`config.mk`:
```
export PLATFORM = sky130hd
export DESIGN_NAME = req_bundler
export DESIGN_NICKNAME = d
export VERILOG_FILES = /design/src/rtl/req_bundler_pkg.sv /design/src/rtl/req_bundler_ctrl.sv /design/src/rtl/req_bundler_datapath.sv /design/src/rtl/req_bundler.sv
export SDC_FILE = /design/constraint.sdc
export NUM_CORES = 1
export LEC_CHECK = 0
export ABC_AREA = 1
export CAP_MARGIN = 20
export CORE_MARGIN = 5
export CORE_UTILIZATION = 25
export CTS_BUF_LIST = sky130_fd_sc_hd__clkbuf_16
export CTS_CLUSTER_DIAMETER = 40
export CTS_CLUSTER_SIZE = 14
export DETAILED_ROUTE_END_ITERATION = 6
export DONT_BUFFER_PORTS = 1
export GPL_TIMING_DRIVEN = 0
export PLACE_DENSITY = 0.46
export SYNTH_ARGS = -nofsm -noshare
export SYNTH_HDL_FRONTEND = slang
export SYNTH_HIERARCHICAL = 1
export SYNTH_SLANG_ARGS = --single-unit
```
`constraint.sdc`:
```
create_clock -name clk -period 1.2 [get_ports clk]
set_clock_uncertainty 0.05 [all_clocks]
set_input_delay 0.12 -clock clk [delete_from_list [all_inputs] [get_ports clk]]
set_output_delay 0.12 -clock clk [all_outputs]
set_load 0.05 [all_outputs]
```
`src/rtl/req_bundler_pkg.sv`:
```
package req_bundler_pkg;
  typedef enum logic [1:0] {
    PH_IDLE  = 2'd0,
    PH_ASK   = 2'd1,
    PH_SERVE = 2'd2,
    PH_DROP  = 2'd3
  } phase_e;

  typedef struct packed {
    logic capture;
    logic clear;
  } ctlStrobes_t;
endpackage

```
`src/rtl/req_bundler_ctrl.sv`:
```
module req_bundler_ctrl
  import req_bundler_pkg::*;
(
  input  logic        clk,
  input  logic        rstN,
  input  logic        anyReq,
  input  logic        memberAny,
  input  logic        parentAck,
  output logic        parentReq,
  output ctlStrobes_t strb
);
  phase_e phase, phaseNext;
  logic   parentReqNext;

  always_comb begin
    strb.capture = (phase == PH_ASK) && parentAck;
    strb.clear   = (phase == PH_DROP) && !parentAck;
  end

  always_comb begin
    phaseNext     = phase;
    parentReqNext = parentReq;
    unique case (phase)
      PH_IDLE: begin
        if (anyReq) begin
          phaseNext     = PH_ASK;
          parentReqNext = 1'b1;
        end
      end
      PH_ASK: begin
        if (parentAck) begin
          if (anyReq) begin
            phaseNext = PH_SERVE;
          end else begin
            phaseNext     = PH_DROP;
            parentReqNext = 1'b0;
          end
        end
      end
      PH_SERVE: begin
        if (!memberAny) begin
          phaseNext     = PH_DROP;
          parentReqNext = 1'b0;
        end
      end
      PH_DROP: begin
        if (!parentAck) phaseNext = PH_IDLE;
      end
      default: phaseNext = PH_IDLE;
    endcase
  end

  always_ff @(posedge clk or negedge rstN) begin
    if (!rstN) begin
      phase     <= PH_IDLE;
      parentReq <= 1'b0;
    end else begin
      phase     <= phaseNext;
      parentReq <= parentReqNext;
    end
  end

  // the request to the resource rises only on a real child request
  a_r2_blocking_request: assert property (@(posedge clk) disable iff (!rstN)
    $rose(parentReq) |-> $past(anyReq));

  // no withdrawal while any member is still marked
  a_r7_release_after_members: assert property (@(posedge clk) disable iff (!rstN)
    $fell(parentReq) |-> !$past(memberAny));

  // a fresh request only after the previous grant was returned
  a_r8_grant_returned: assert property (@(posedge clk) disable iff (!rstN)
    $rose(parentReq) |-> !$past(parentAck));
endmodule

```
`src/rtl/req_bundler_datapath.sv`:
```
module req_bundler_datapath
  import req_bundler_pkg::*;
#(
  parameter int NUM_CHILD = 4
) (
  input  logic                 clk,
  input  logic                 rstN,
  input  logic [NUM_CHILD-1:0] childReq,
  input  logic                 parentAck,
  input  ctlStrobes_t          strb,
  output logic [NUM_CHILD-1:0] childAck,
  output logic [NUM_CHILD-1:0] bundleMask,
  output logic                 memberAny,
  output logic                 anyReq
);
  logic [NUM_CHILD-1:0] memberBits;

  assign memberAny = |memberBits;
  assign anyReq    = |childReq;

  for (genvar i = 0; i < NUM_CHILD; i++) begin : g_child
    always_ff @(posedge clk or negedge rstN) begin
      if (!rstN) begin
        childAck[i]   <= 1'b0;
        memberBits[i] <= 1'b0;
        bundleMask[i] <= 1'b0;
      end else if (strb.capture) begin
        childAck[i]   <= childReq[i];
        memberBits[i] <= childReq[i];
        bundleMask[i] <= childReq[i];
      end else begin
        childAck[i]   <= childAck[i] & childReq[i];
        memberBits[i] <= memberBits[i] & childAck[i];
        if (strb.clear) bundleMask[i] <= 1'b0;
      end
    end

    // an acknowledge only ever rises under the resource grant
    a_r11_ack_needs_grant: assert property (@(posedge clk) disable iff (!rstN)
      $rose(childAck[i]) |-> parentAck);

    // an acknowledge rises together with its bundle bit
    a_r3_ack_with_mask: assert property (@(posedge clk) disable iff (!rstN)
      $rose(childAck[i]) |-> $rose(bundleMask[i]));

    // a released child loses its acknowledge on the next edge
    a_r6_ack_follows_release: assert property (@(posedge clk) disable iff (!rstN)
      (childAck[i] && !childReq[i]) |=> !childAck[i]);
  end
endmodule

```
`src/rtl/req_bundler.sv`:
```
module req_bundler
  import req_bundler_pkg::*;
#(
  parameter int NUM_CHILD = 4
) (
  input  logic                 clk,
  input  logic                 rstN,
  input  logic [NUM_CHILD-1:0] childReq,
  output logic [NUM_CHILD-1:0] childAck,
  output logic                 parentReq,
  input  logic                 parentAck,
  output logic [NUM_CHILD-1:0] bundleMask
);
  ctlStrobes_t strb;
  logic        memberAny;
  logic        anyReq;

  req_bundler_ctrl u_ctrl (
    .clk       (clk),
    .rstN      (rstN),
    .anyReq    (anyReq),
    .memberAny (memberAny),
    .parentAck (parentAck),
    .parentReq (parentReq),
    .strb      (strb)
  );

  req_bundler_datapath #(.NUM_CHILD(NUM_CHILD)) u_dp (
    .clk        (clk),
    .rstN       (rstN),
    .childReq   (childReq),
    .parentAck  (parentAck),
    .strb       (strb),
    .childAck   (childAck),
    .bundleMask (bundleMask),
    .memberAny  (memberAny),
    .anyReq     (anyReq)
  );
endmodule

```
# Word level (Yosys, flattened, before mapping)
# Cells that the tools add are included.
dict set report op_classes {
  n_reduce_logical 10
  muxes 24
  n_eq_ne 8
  n_bitwise 8
}
# operator count
set op_table {}
lappend op_table {{$mux 1} 18}
lappend op_table {{$ne 2x2->1 const B} 5}
lappend op_table {{$and 1x1->1} 8}
lappend op_table {{$mux 2} 4}
lappend op_table {{$pmux 2 s4} 1}
lappend op_table {{$reduce_or 4->1} 2}
lappend op_table {{$reduce_and 5->1} 1}
lappend op_table {{$eq 2x2->1 const B} 2}
lappend op_table {{$reduce_and 4->1} 1}
lappend op_table {{$pmux 1 s3} 1}
lappend op_table {{$reduce_bool 3->1} 1}
lappend op_table {{$eq 2x1->1 const B} 1}
lappend op_table {{$logic_and 1x1->1} 2}
lappend op_table {{$logic_not 2->1} 1}
lappend op_table {{$reduce_bool 2->1} 1}
lappend op_table {{$logic_not 1->1} 1}
dict set report word_totals {
  wordCells 64
  reg_bits 15
}

# Logic depth before layout (Yosys ltp)
# Gate-level depths: netlist of run 1.
dict set report depth {
  word_depth 4
  mapped_depth 8
  ltp_nobuf 8
}

# By module
# The synthesis of run 1 kept the hierarchy.
# mod area_each_um2 cells_per_inst seq_area_each_um2 instances
set by_module_without_submodules {}
lappend by_module_without_submodules {req_bundler_datapath 442.9 48 300.3 1}
lappend by_module_without_submodules {req_bundler_ctrl 286.5 41 75.1 1}

# Worst setup path before layout of run 1
# OpenSTA, ideal clock, no wires.
dict set report synth_timing {
  path_kind {register to register}
  start {register u_ctrl.phase[1]}
  end {register u_dp.memberBits[0]}
  period_less_slack_ns 1.253
  path_buffers 0
  stages_incl_launch_ff 8
  path_slack_ns -0.053
  arrival_ns 1.083
  t_required_ns 1.030
  path_cell_list {dfrtp_1 -> inv_1 -> ha_1 -> nand2_1 -> inv_1 -> inv_1 -> nand3_1 -> nand2_1}
}
# element line
set synth_lines {}
lappend synth_lines {{start: declaration} req_bundler_ctrl.sv:12} ;# phase_e phase, phaseNext;
lappend synth_lines {{start signal: assignment} req_bundler_ctrl.sv:58} ;# phase <= phaseNext;
lappend synth_lines {{end signal: indexed assignment} req_bundler_datapath.sv:29} ;# memberBits[i] <= childReq[i];
lappend synth_lines {{end signal: indexed assignment} req_bundler_datapath.sv:33} ;# memberBits[i] <= memberBits[i] & childAck[i];
lappend synth_lines {{end: declaration} req_bundler_datapath.sv:16} ;# logic [NUM_CHILD-1:0] memberBits;

# Worst setup path after layout of run 1
dict set report layout_timing {
  start {register u_ctrl.phase[0]}
  end {register u_ctrl.phase[1]}
}
dict set report layout_between {
  elab_chain_len 3
  word_cells_on_any_way 10
}
# element line
set layout_rtl {}
lappend layout_rtl {{$eq 2x2->1, or another cell as far along} req_bundler_ctrl.sv:23} ;# unique case (phase)
lappend layout_rtl {{$ne 2x2->1 (no source line)} n/a}
lappend layout_rtl {{$reduce_and 4->1 (no source line)} n/a}
# Several ways; a longest one is shown, not always the timed one.
# A chain may end at the register's enable or synchronous reset.

==> results.yml, run 1 <==
power_and_ir_drop:
  total_leakage_power_nw: 0.548
  vdd.ir_drop.worst_uv: 1330
  p_per_area_mw_per_mm2: 2660
placed_design:
  dp_hpwl_mm: 1.21
  dp_cells: 120
  port_buffers: 0
  gpl.final_weighted_congestion: 0.723
floorplanning:
  rows: 19
  die-area_mm2: 0.00410
  design.portCount: 16
  initial_utilization_pct: 26.2
  core_region_area_mm2: 0.00278
  dieWidth_um: 64.0
  die_h_um: 64.0
global_route:
  number_of_antenna_violations_at_the_first_check_in_global_routing: 0
  globalRouteOverflowTotal: 0
  grt_start_max_net_pins: 16
  via_count_of_the_first_global_routing_pass: 632
  grt.total_usage_pct: 8.12
  grt_pass1_wl_mm: 2.75
setup_path:
  critPathMaxFanout: 5
  critical_path.cell_chain: "ha_2, nand2_1, nand4_1, nand2_1, nand2_1"
  crit_start: "u_ctrl/phase[0]"
  max_stage_delay_ns: 0.46
  critPathArrivalTime_ns: 1.29
  critical_path_class: "register to register"
  critPathLaunchType: "register"
  worstPathBufferInverterCount: 0
  crit_slowest_cell: "sky130_fd_sc_hd__dfrtp_2"
  required_time_of_the_worst_setup_path_ns: 1.28
  setup.worst_path.end_class: "register"
  worst_r2r_startpoint: "u_ctrl/phase[0]"
  cp_top_family: "flip-flops"
  cpMostUsedCell: "sky130_fd_sc_hd__nand2_1"
synth:
  ys_types: 13
  async_flop_share_pct: 100
  yosysMostFrequentCell: "sky130_fd_sc_hd__nand2_1"
  yosysTopAreaCell: "sky130_fd_sc_hd__dfrtp_1"
  netlist.area_leader.share_pct: 51.5
  yosys-top-cells-area: "sky130_fd_sc_hd__dfrtp_1 51%, sky130_fd_sc_hd__nand2_1 21%, sky130_fd_sc_hd__ha_1 8.6%, sky130_fd_sc_hd__inv_1 3.6%, sky130_fd_sc_hd__nand3_1 3.4%"
  post_synth_inst_count: 89
  ys_ff_latch: 15
  ys_top_cells_by_count: "41 x sky130_fd_sc_hd__nand2_1, 15 x sky130_fd_sc_hd__dfrtp_1, 7 x sky130_fd_sc_hd__inv_1, 6 x sky130_fd_sc_hd__nor2_1"
  netlist_area_um2: 729
  ys.flop_type: "sky130_fd_sc_hd__dfrtp_1"
  syn_nets: 101
  edff_count_synth: 0
  yosysSeqAreaShare_pct: 51.5
  average_cell_area_after_synthesis_um2: 8.20
  synth_warn: 6
timing:
  slew_viol_final: 0
  fin_setup_tns_ns: -0.0521
  worst_slew_pin_slew_ns: 0.663
  setup_repair_after_global_routing_missed_its_margin: "true"
  layout_worst_path_cycle_share_pct: 101
  slew_headroom_pct: 55.6
  setup_slack_ns: -0.0118
  final-setup-viol-count: 8
  min_period_ns: 1.21
  hold_violations: 0
  max_clock_freq_ghz: 0.825
routing:
  wl_per_cell_um: 11.7
  wl_mm: 1.54
  initialDrtViolationCount: 11
  post_dr_vias_cell: 4.39
  route.vias.total: 575
  drcViolationCount: 0
  drt_pass1_iterations: 4
  antenna_violating_nets_post_route: 0
cts:
  tritoncts: "built"
  clk_sink_count: 15
  clock_tree.htree_level_count: 1
  cts_made_buffers: 3
  clock_path_buffers: 2
  worstSkewPairLatency_ns: 0.24
  cts_root_buffer: "sky130_fd_sc_hd__clkbuf_16"
  cts.clk_slew.worst_paths_ns: 0.05
run_status:
  run_status: "complete, but fails checks"
  failed_checks: "negative setup slack"
cells_and_area:
  area_growth_pct: 41.9
  post_layout_nonfiller_instances: 131
  final_layout_size_suffix_gt1_share_pct: 34.0
  nets: 113
  n_antenna_cell: 0
run:
  maxCapViolations: 0
min_path:
  worst_hold_path_type: "input port to register"
  worst_hold_startpoint: "parentAck"
[cells by family after synthesis]
| family | share of synthesized area (%) |
|---|---|
| AO/OA/AOI/OAI | 1.03 |
| adder cells (fa/ha/maj) | 8.58 |
| buffers and inverters | 4.63 |
| flip-flops | 51.5 |
| AND/OR/NAND/NOR | 34.3 |
[what timing repair did]
action                                  4_1_cts  5_1_grt
endpoints found under the setup margin       15       15
pin swaps                                     8       10
hold buffers                                  5        2
buffers inserted                              0        0
gates resized for setup                      17       19
hold endpoints to repair                     19        6
[registers in the layout, indices dropped and copies added, names as in the netlist]
signal,count
u_ctrl/parentReq,1
u_ctrl/phase,2
u_dp/bundleMask,4
u_dp/childAck,4
u_dp/memberBits,4
[metrics by stage]
stage | util [%] | cell area, µm² | setup WS [ns] | hold WS (ns) | power (mW)
2_1_floorplan | - | 732 | 0.00921 | -0.226 | 1.69
3_3_place_gp | 27.7 | 771 | -0.127 | -0.225 | 1.84
3_5_place_dp | 27.7 | 771 | -0.156 | -0.225 | 1.85
4_1_cts | 34.4 | 956 | -0.0230 | 0.000747 | 2.64
5_1_grt | 37.2 | 1030 | -0.0914 | 0.138 | 2.95
6_report | 37.2 | 1030 | -0.0118 | 0.112 | 2.75
[report_power, final]
| part | switching, mW | total (mW) | internal, mW |
|---|---|---|---|
| registers | 0.540 | 1.21 | 0.674 |
| logic | 0.518 | 0.901 | 0.383 |
| clock network | 0.196 | 0.636 | 0.441 |
| total | 1.25 | 2.75 | 1.50 |
[final cells by class]
cell class | count | area, µm²
Timing Repair Buffer | 7 | 70.1
Fill cell | 286 | 1750
Tap cell | 31 | 38.8
Sequential cell | 15 | 378
Inverter | 9 | 51.3
Clock buffer | 3 | 75.1
Clock inverter | 1 | 3.75
Multi-Input combinational cell | 65 | 418
[per-layer routing]
layer / vias up / part of all wire, % / global-route usage (%)
li1: 294 / - / -
met1: 269 / 42 / 9.84
met2: 12 / 53 / 14.2
met3: 0 / 5.1 / 2.45
met4: 0 / 0 / 1.56
met5: - / 0 / 0
[tightest hold or removal path, delay by kind of cell]
family | cells | cell delay (ns)
AND/OR/NAND/NOR | 3 | 0.19
buffers and inverters | 1 | 0.05
[cell usage in the layout, fill, tap and decap left out]
master / netlist / final
sky130_fd_sc_hd__nand4_1: 1 / 1
sky130_fd_sc_hd__dfrtp_1: 15 / 13
sky130_fd_sc_hd__ha_2: 0 / 2
sky130_fd_sc_hd__clkbuf_16: 0 / 3
sky130_fd_sc_hd__ha_1: 5 / 1
sky130_fd_sc_hd__nor2_4: 0 / 2
sky130_fd_sc_hd__nand2_4: 0 / 3
sky130_fd_sc_hd__nand2_1: 41 / 33
sky130_fd_sc_hd__inv_8: 0 / 1
sky130_fd_sc_hd__nand3_1: 5 / 1
sky130_fd_sc_hd__inv_2: 2 / 3
sky130_fd_sc_hd__nor2_1: 6 / 5
sky130_fd_sc_hd__inv_1: 7 / 3
sky130_fd_sc_hd__inv_6: 0 / 1
sky130_fd_sc_hd__ha_4: 0 / 2
sky130_fd_sc_hd__nand2_2: 2 / 7
sky130_fd_sc_hd__o21bai_1: 1 / 1
sky130_fd_sc_hd__inv_4: 0 / 2
sky130_fd_sc_hd__nand3b_1: 1 / 1
sky130_fd_sc_hd__nor2_2: 2 / 1
sky130_fd_sc_hd__dfrtp_2: 0 / 2
sky130_fd_sc_hd__nand3_2: 1 / 5
sky130_fd_sc_hd__dlygate4sd3_1: 0 / 7
[path summary, 6_finish.rpt]
kind | end | slack (ns) | depth (start not counted)
setup reg to reg | u_ctrl/phase[1] | -0.01 | 5
min in group asynchronous | u_dp/childAck[1] | 0.30 | 1
hold / removal | u_dp/memberBits[2] | 0.11 | 4
hold reg to reg | u_dp/memberBits[3] | 0.46 | 2
setup / recovery | u_ctrl/phase[1] | -0.01 | 5
max in group asynchronous | u_ctrl/phase[0] | 0.33 | 1
Note: power is estimated with default switching activity, not from simulation.
==> run 2, diff against run 1 <==
--- a/config.mk
+++ b/config.mk
@@ -7,6 +7,7 @@
 export LEC_CHECK = 0
 export ABC_AREA = 1
 export CAP_MARGIN = 20
+export CORE_ASPECT_RATIO = 1.1
 export CORE_MARGIN = 5
 export CORE_UTILIZATION = 25
 export CTS_BUF_LIST = sky130_fd_sc_hd__clkbuf_16
==> run 2 against run 1 <==
Effect of this change: combinational power is 12% higher; first-iteration DRC count fell by 9.1%; critical path type unchanged; largest cell class unchanged; non-clock buffer count increased by 1; total power up 3.7%; the run still ends with negative setup slack left.
==> results.yml, run 2 (same netlist as run 1, synthesis figures left out) <==
run_status:
  run_status: "complete, but fails checks"
  failed_checks: "negative setup slack"
timing:
  setup_repair_after_global_routing_missed_its_margin: "true"
  final-setup-viol-count: 9
  worst_hold_slack_ns: 0.108
  hold_violations: 0
  slew_viol_final: 0
  setup_slack_ns: -0.0246
  worst_slew_pin_slew_ns: 0.669
  slew_headroom_pct: 55.3
  max_clock_freq_ghz: 0.817
  min_period_ns: 1.22
  layout_worst_path_cycle_share_pct: 102
setup_path:
  max_stage_delay_ns: 0.45
  critical_path.cell_chain: "inv_4, ha_4, nand2_4, inv_6, buf_6, nand2_4, nand2_1"
  rr_worst_depth: 7
  setup.reg_to_reg.worst_slack_ns: -0.02
  worst-path-stages: 7
  critPathMaxFanout: 5
  worstPathBufferInverterCount: 3
  cp_top_family: "flip-flops"
  critPathLaunchType: "register"
  required_time_of_the_worst_setup_path_ns: 1.33
  crit_slowest_cell: "sky130_fd_sc_hd__dfrtp_2"
  setup.worst_path.end_class: "register"
  critPathArrivalTime_ns: 1.36
  critical_path_class: "register to register"
  cpMostUsedCell: "sky130_fd_sc_hd__nand2_4"
cts:
  cts.clk_slew.worst_paths_ns: 0.05
  cts_root_buffer: "sky130_fd_sc_hd__clkbuf_16"
  clk_sink_count: 15
  tritoncts: "built"
  clock_path_buffers: 2
  cts_made_buffers: 3
  clock_tree.htree_level_count: 1
  worstSkewPairLatency_ns: 0.24
routing:
  post_dr_vias_cell: 4.41
  route.vias.total: 591
  wl_mm: 1.64
  wl_per_cell_um: 12.2
  initialDrtViolationCount: 10
  drt_pass1_iterations: 4
  drcViolationCount: 0
  antenna_violating_nets_post_route: 0
global_route:
  globalRouteOverflowTotal: 0
  grt_pass1_wl_mm: 2.93
  grt.total_usage_pct: 9.76
  number_of_antenna_violations_at_the_first_check_in_global_routing: 0
  grt_start_max_net_pins: 16
  via_count_of_the_first_global_routing_pass: 663
floorplanning:
  die-area_mm2: 0.00410
  die_h_um: 66.7
  initial_utilization_pct: 26.3
  rows: 20
  design.portCount: 16
  core_region_area_mm2: 0.00278
  dieWidth_um: 61.5
power_and_ir_drop:
  total_leakage_power_nw: 0.586
  vdd.ir_drop.worst_uv: 1330
  p_per_area_mw_per_mm2: 2710
cells_and_area:
  final_layout_size_suffix_gt1_share_pct: 35.6
  mostFrequentLayoutCells: "31 x sky130_fd_sc_hd__nand2_1, 13 x sky130_fd_sc_hd__dfrtp_1, 7 x sky130_fd_sc_hd__nand2_4"
  n_antenna_cell: 0
  layout.cells.most_common: "sky130_fd_sc_hd__nand2_1"
  nets: 114
  cell_area_after_layout_mm2: 0.00105
  area_growth_pct: 44.1
  finish.utilization_pct: 37.8
  layout_top_registers: "u_dp/bundleMask: 4 flops, u_dp/childAck: 4 flops, u_dp/memberBits: 4 flops"
placed_design:
  port_buffers: 0
  placed_area_um2: 773
  gpl.final_weighted_congestion: 0.715
  dp_hpwl_mm: 1.14
min_path:
  worst_hold_path.num_cells: 4
  worst_hold_path_type: "input port to register"
run:
  maxCapViolations: 0
run 2: cell count changes in the layout (fill, tap and decap cells not counted), sizes merged:
cell	change
dlygate4sd3	-2
buf	+3
run 2: what timing repair did:
action	4_1_cts	5_1_grt
endpoints found under the setup margin	15	15
setup buffers	3	0
hold buffers	5	0
pin swaps	8	9
resized for setup	22	15
endpoints found under the hold margin	26	0
run 2: layer usage:
layer  share of wire (%)  GRT usage [%]  vias up
li1                    -              -      296
met1                  42           12.1      278
met2                  50           15.2       15
met3                 7.8           4.46        2
met4                0.24           2.39        0
met5                   0              0        -
run 2: worst paths after layout:
check,startpoint,endpoint
min in group asynchronous,rstN,u_dp/bundleMask[0]
max reg2reg,u_ctrl/phase[1],u_dp/memberBits[0]
max in group asynchronous,rstN,u_ctrl/phase[0]
min reg2reg,u_dp/memberBits[0],u_dp/memberBits[0]
max,u_ctrl/phase[1],u_dp/memberBits[0]
min,parentAck,u_ctrl/phase[0]
run 2: worst register-to-register path, stage by stage (launching register included):
cell,delay (ns)
sky130_fd_sc_hd__dfrtp_2,0.45
sky130_fd_sc_hd__inv_4,0.10
sky130_fd_sc_hd__ha_4,0.17
sky130_fd_sc_hd__nand2_4,0.06
sky130_fd_sc_hd__inv_6,0.08
sky130_fd_sc_hd__buf_6,0.12
sky130_fd_sc_hd__nand2_4,0.06
sky130_fd_sc_hd__nand2_1,0.07
run 2: area by class of cell:
class	instances	area (µm²)
Multi-Input combinational cell	65	433
Sequential cell	15	378
Inverter	9	43.8
Clock buffer	3	75.1
Timing Repair Buffer	8	76.3
Fill cell	281	1730
Clock inverter	1	3.75
Tap cell	33	41.3
run 2: report_power, final:
group          leakage (nW)  internal [mW]  switching (mW)
Combinational         0.349          0.443           0.563
Sequential            0.194          0.674           0.540
Clock                0.0423          0.440           0.192
run 2: per-stage QoR:
| step | setup TNS (ns) | setup slack (ns) | total power [mW] | cells |
|---|---|---|---|---|
| after floorplan | 0 | 0.00921 | 1.69 | 89 |
| after global routing | -0.981 | -0.0876 | 3.09 | 134 |
| final | -0.127 | -0.0246 | 2.85 | 134 |
| after detailed placement | -1.30 | -0.141 | 1.85 | 122 |
| after CTS | 0 | 0.00360 | 2.70 | 134 |
| after global placement | -1.25 | -0.133 | 1.85 | 122 |
==> run 3, diff against run 2 <==
--- a/config.mk
+++ b/config.mk
@@ -7,7 +7,7 @@
 export LEC_CHECK = 0
 export ABC_AREA = 1
 export CAP_MARGIN = 20
-export CORE_ASPECT_RATIO = 1.1
+export CORE_ASPECT_RATIO = 1.25
 export CORE_MARGIN = 5
 export CORE_UTILIZATION = 25
 export CTS_BUF_LIST = sky130_fd_sc_hd__clkbuf_16
==> run 3 against run 2 <==
Effect of this change: global-route usage shrank 0.56 points; final cell count grew 2.2%; die area grew 0.14%; the flow still finishes with violations (negative setup slack); sequential cell count stayed put; non-clock buffer count did not move; first-iteration DRC count decreased by 20%; combinational power shrank 6%; fmax increased by 2.0%.
==> results.yml, run 3 (same netlist as run 1, synthesis figures left out) <==
run_status:
  run_status: "complete, but fails checks"
  failed_checks: "negative setup slack"
cells_and_area:
  post_layout_nonfiller_instances: 137
  mostFrequentLayoutCells: "36 x sky130_fd_sc_hd__nand2_1, 13 x sky130_fd_sc_hd__dfrtp_1, 5 x sky130_fd_sc_hd__dlygate4sd3_1, 5 x sky130_fd_sc_hd__nand3_2, 5 x sky130_fd_sc_hd__nor2_1"
  final_layout_size_suffix_gt1_share_pct: 33.7
  n_antenna_cell: 0
  nets: 114
  cell_area_after_layout_mm2: 0.00102
  area_growth_pct: 40.3
  layout.cells.most_common: "sky130_fd_sc_hd__nand2_1"
  layout_top_registers: "u_dp/bundleMask: 4 flops, u_dp/childAck: 4 flops, u_dp/memberBits: 4 flops"
  filler_cells_inserted: 310
routing:
  highest_layer: "met4"
  wl_mm: 1.63
  met1Wirelength_um: 598
  antenna_violating_nets_post_route: 0
  dr_wl_met3_um: 86
  drcViolationCount: 0
  initialDrtViolationCount: 8
  wl_per_cell_um: 11.9
  drt_pass1_iterations: 4
  met2_wirelength_um: 897
  route.vias.total: 596
  post_dr_vias_cell: 4.35
timing:
  min_period_ns: 1.20
  slew_headroom_pct: 55.3
  worst_hold_slack_ns: 0.000391
  final-setup-viol-count: 2
  layout_worst_path_cycle_share_pct: 100
  fin_setup_tns_ns: -0.000905
  setup_slack_ns: -0.000901
  setup_repair_after_global_routing_missed_its_margin: "true"
  slew_viol_final: 0
  hold_violations: 0
  worst_slew_pin_slew_ns: 0.669
  max_clock_freq_ghz: 0.833
cts:
  cts_root_buffer: "sky130_fd_sc_hd__clkbuf_16"
  clock_tree.htree_level_count: 1
  clk_sink_count: 15
  cts.clk_slew.worst_paths_ns: 0.05
  cts_made_buffers: 3
  worstSkewPairLatency_ns: 0.24
  clock_path_buffers: 2
  tritoncts: "built"
global_route:
  grt.total_usage_pct: 9.21
  number_of_antenna_violations_at_the_first_check_in_global_routing: 0
  grt_start_max_net_pins: 16
  globalRouteOverflowTotal: 0
  grt_pass1_wl_mm: 2.83
  via_count_of_the_first_global_routing_pass: 671
setup_path:
  crit_slowest_cell: "sky130_fd_sc_hd__dfrtp_2"
  worstPathBufferInverterCount: 1
  max_stage_delay_ns: 0.41
  critical_path.cell_chain: "inv_2, ha_2, nand2_2, nand4_1, nand2_1, nand2_1"
  critical_path_class: "register to register"
  rr_worst_depth: 6
  setup.worst_path.end_class: "register"
  crit_start: "u_ctrl/phase[0]"
  regToRegEndpoint: "u_ctrl/phase[1]"
  required_time_of_the_worst_setup_path_ns: 1.28
  critPathLaunchType: "register"
  cpMostUsedCell: "sky130_fd_sc_hd__nand2_1"
  critPathArrivalTime_ns: 1.28
  setup.reg_to_reg.worst_slack_ns: -0.0009
  critPathMaxFanout: 4
  cp_top_family: "flip-flops"
  worst_r2r_startpoint: "u_ctrl/phase[0]"
power_and_ir_drop:
  power_mw: 2.78
  total_leakage_power_nw: 0.549
  vdd.ir_drop.worst_uv: 909
  p_per_area_mw_per_mm2: 2720
floorplanning:
  die_h_um: 70.4
  dieWidth_um: 58.3
  die-area_mm2: 0.00410
  initial_utilization_pct: 25.5
  design.portCount: 16
  core_region_area_mm2: 0.00286
  rows: 22
placed_design:
  gpl.final_weighted_congestion: 0.828
  dp_hpwl_mm: 1.22
  placed_area_um2: 777
  port_buffers: 0
  dp_cells: 125
min_path:
  worst_hold_path_type: "input port to register"
  worst_hold_startpoint: "childReq[2]"
  sink_of_the_worst_hold_path: "u_dp/memberBits[2]"
  worst_hold_path.num_cells: 2
run:
  maxCapViolations: 0
==> run 3: cell types whose count changed in the layout (fill, tap and decap cells not counted), moves of 2 or more <==
cell	previous run	this run
sky130_fd_sc_hd__ha_2	1	3
sky130_fd_sc_hd__ha_4	3	1
sky130_fd_sc_hd__nand3_1	4	1
sky130_fd_sc_hd__nand3_2	2	5
sky130_fd_sc_hd__nand2_4	7	3
sky130_fd_sc_hd__nand2_1	31	36
==> run 3: layout make-up <==
cell class,count,area [µm²],share of cell area [%]
multi-input cells,65,400,39.1
clock inverters,1,3.75,0.367
clock buffers,3,75.1,7.33
repair buffers,8,72.6,7.09
inverters,9,48.8,4.77
well taps,36,45.0,4.40
flip-flops and latches,15,378,36.9
==> run 3: worst max path at each step <==
stage	endpoint	slack, ns	cells after the start
finish	u_ctrl/phase[1]	-0.0009	6
global route	u_ctrl/parentReq	-0.08	6
CTS	u_dp/bundleMask[2]	-0.02	7
detailed placement	u_dp/memberBits[1]	-0.15	7
global placement	u_dp/memberBits[1]	-0.14	7
floorplan	u_dp/memberBits[0]	0.009	7
==> run 3: what timing repair did <==
action,4_1_cts,5_1_grt
hold buffers,5,0
hold endpoints to repair,22,0
pin swaps,9,11
gates resized for setup,22,9
setup buffers,2,1
setup endpoints to repair,15,15
==> run 3: through the flow <==
stage                     worst slack, ns  utilization, %
after CTS                         -0.0162            34.6
after detailed placement           -0.152            27.1
after floorplan                   0.00921               -
after global routing              -0.0822            35.8
after global placement             -0.140            27.1
final                           -0.000901            35.8
==> run 3: per-layer routing <==
| metal | up-vias | track usage, % |
|---|---|---|
| li1 | 294 | - |
| met1 | 284 | 8.99 |
| met2 | 13 | 16.0 |
| met3 | 5 | 2.96 |
| met4 | 0 | 5.93 |
| met5 | - | 0 |
==> run 3: power breakdown <==
| group | switching [mW] | internal [mW] |
|---|---|---|
| clock network | 0.187 | 0.440 |
| registers | 0.532 | 0.675 |
| logic | 0.534 | 0.414 |
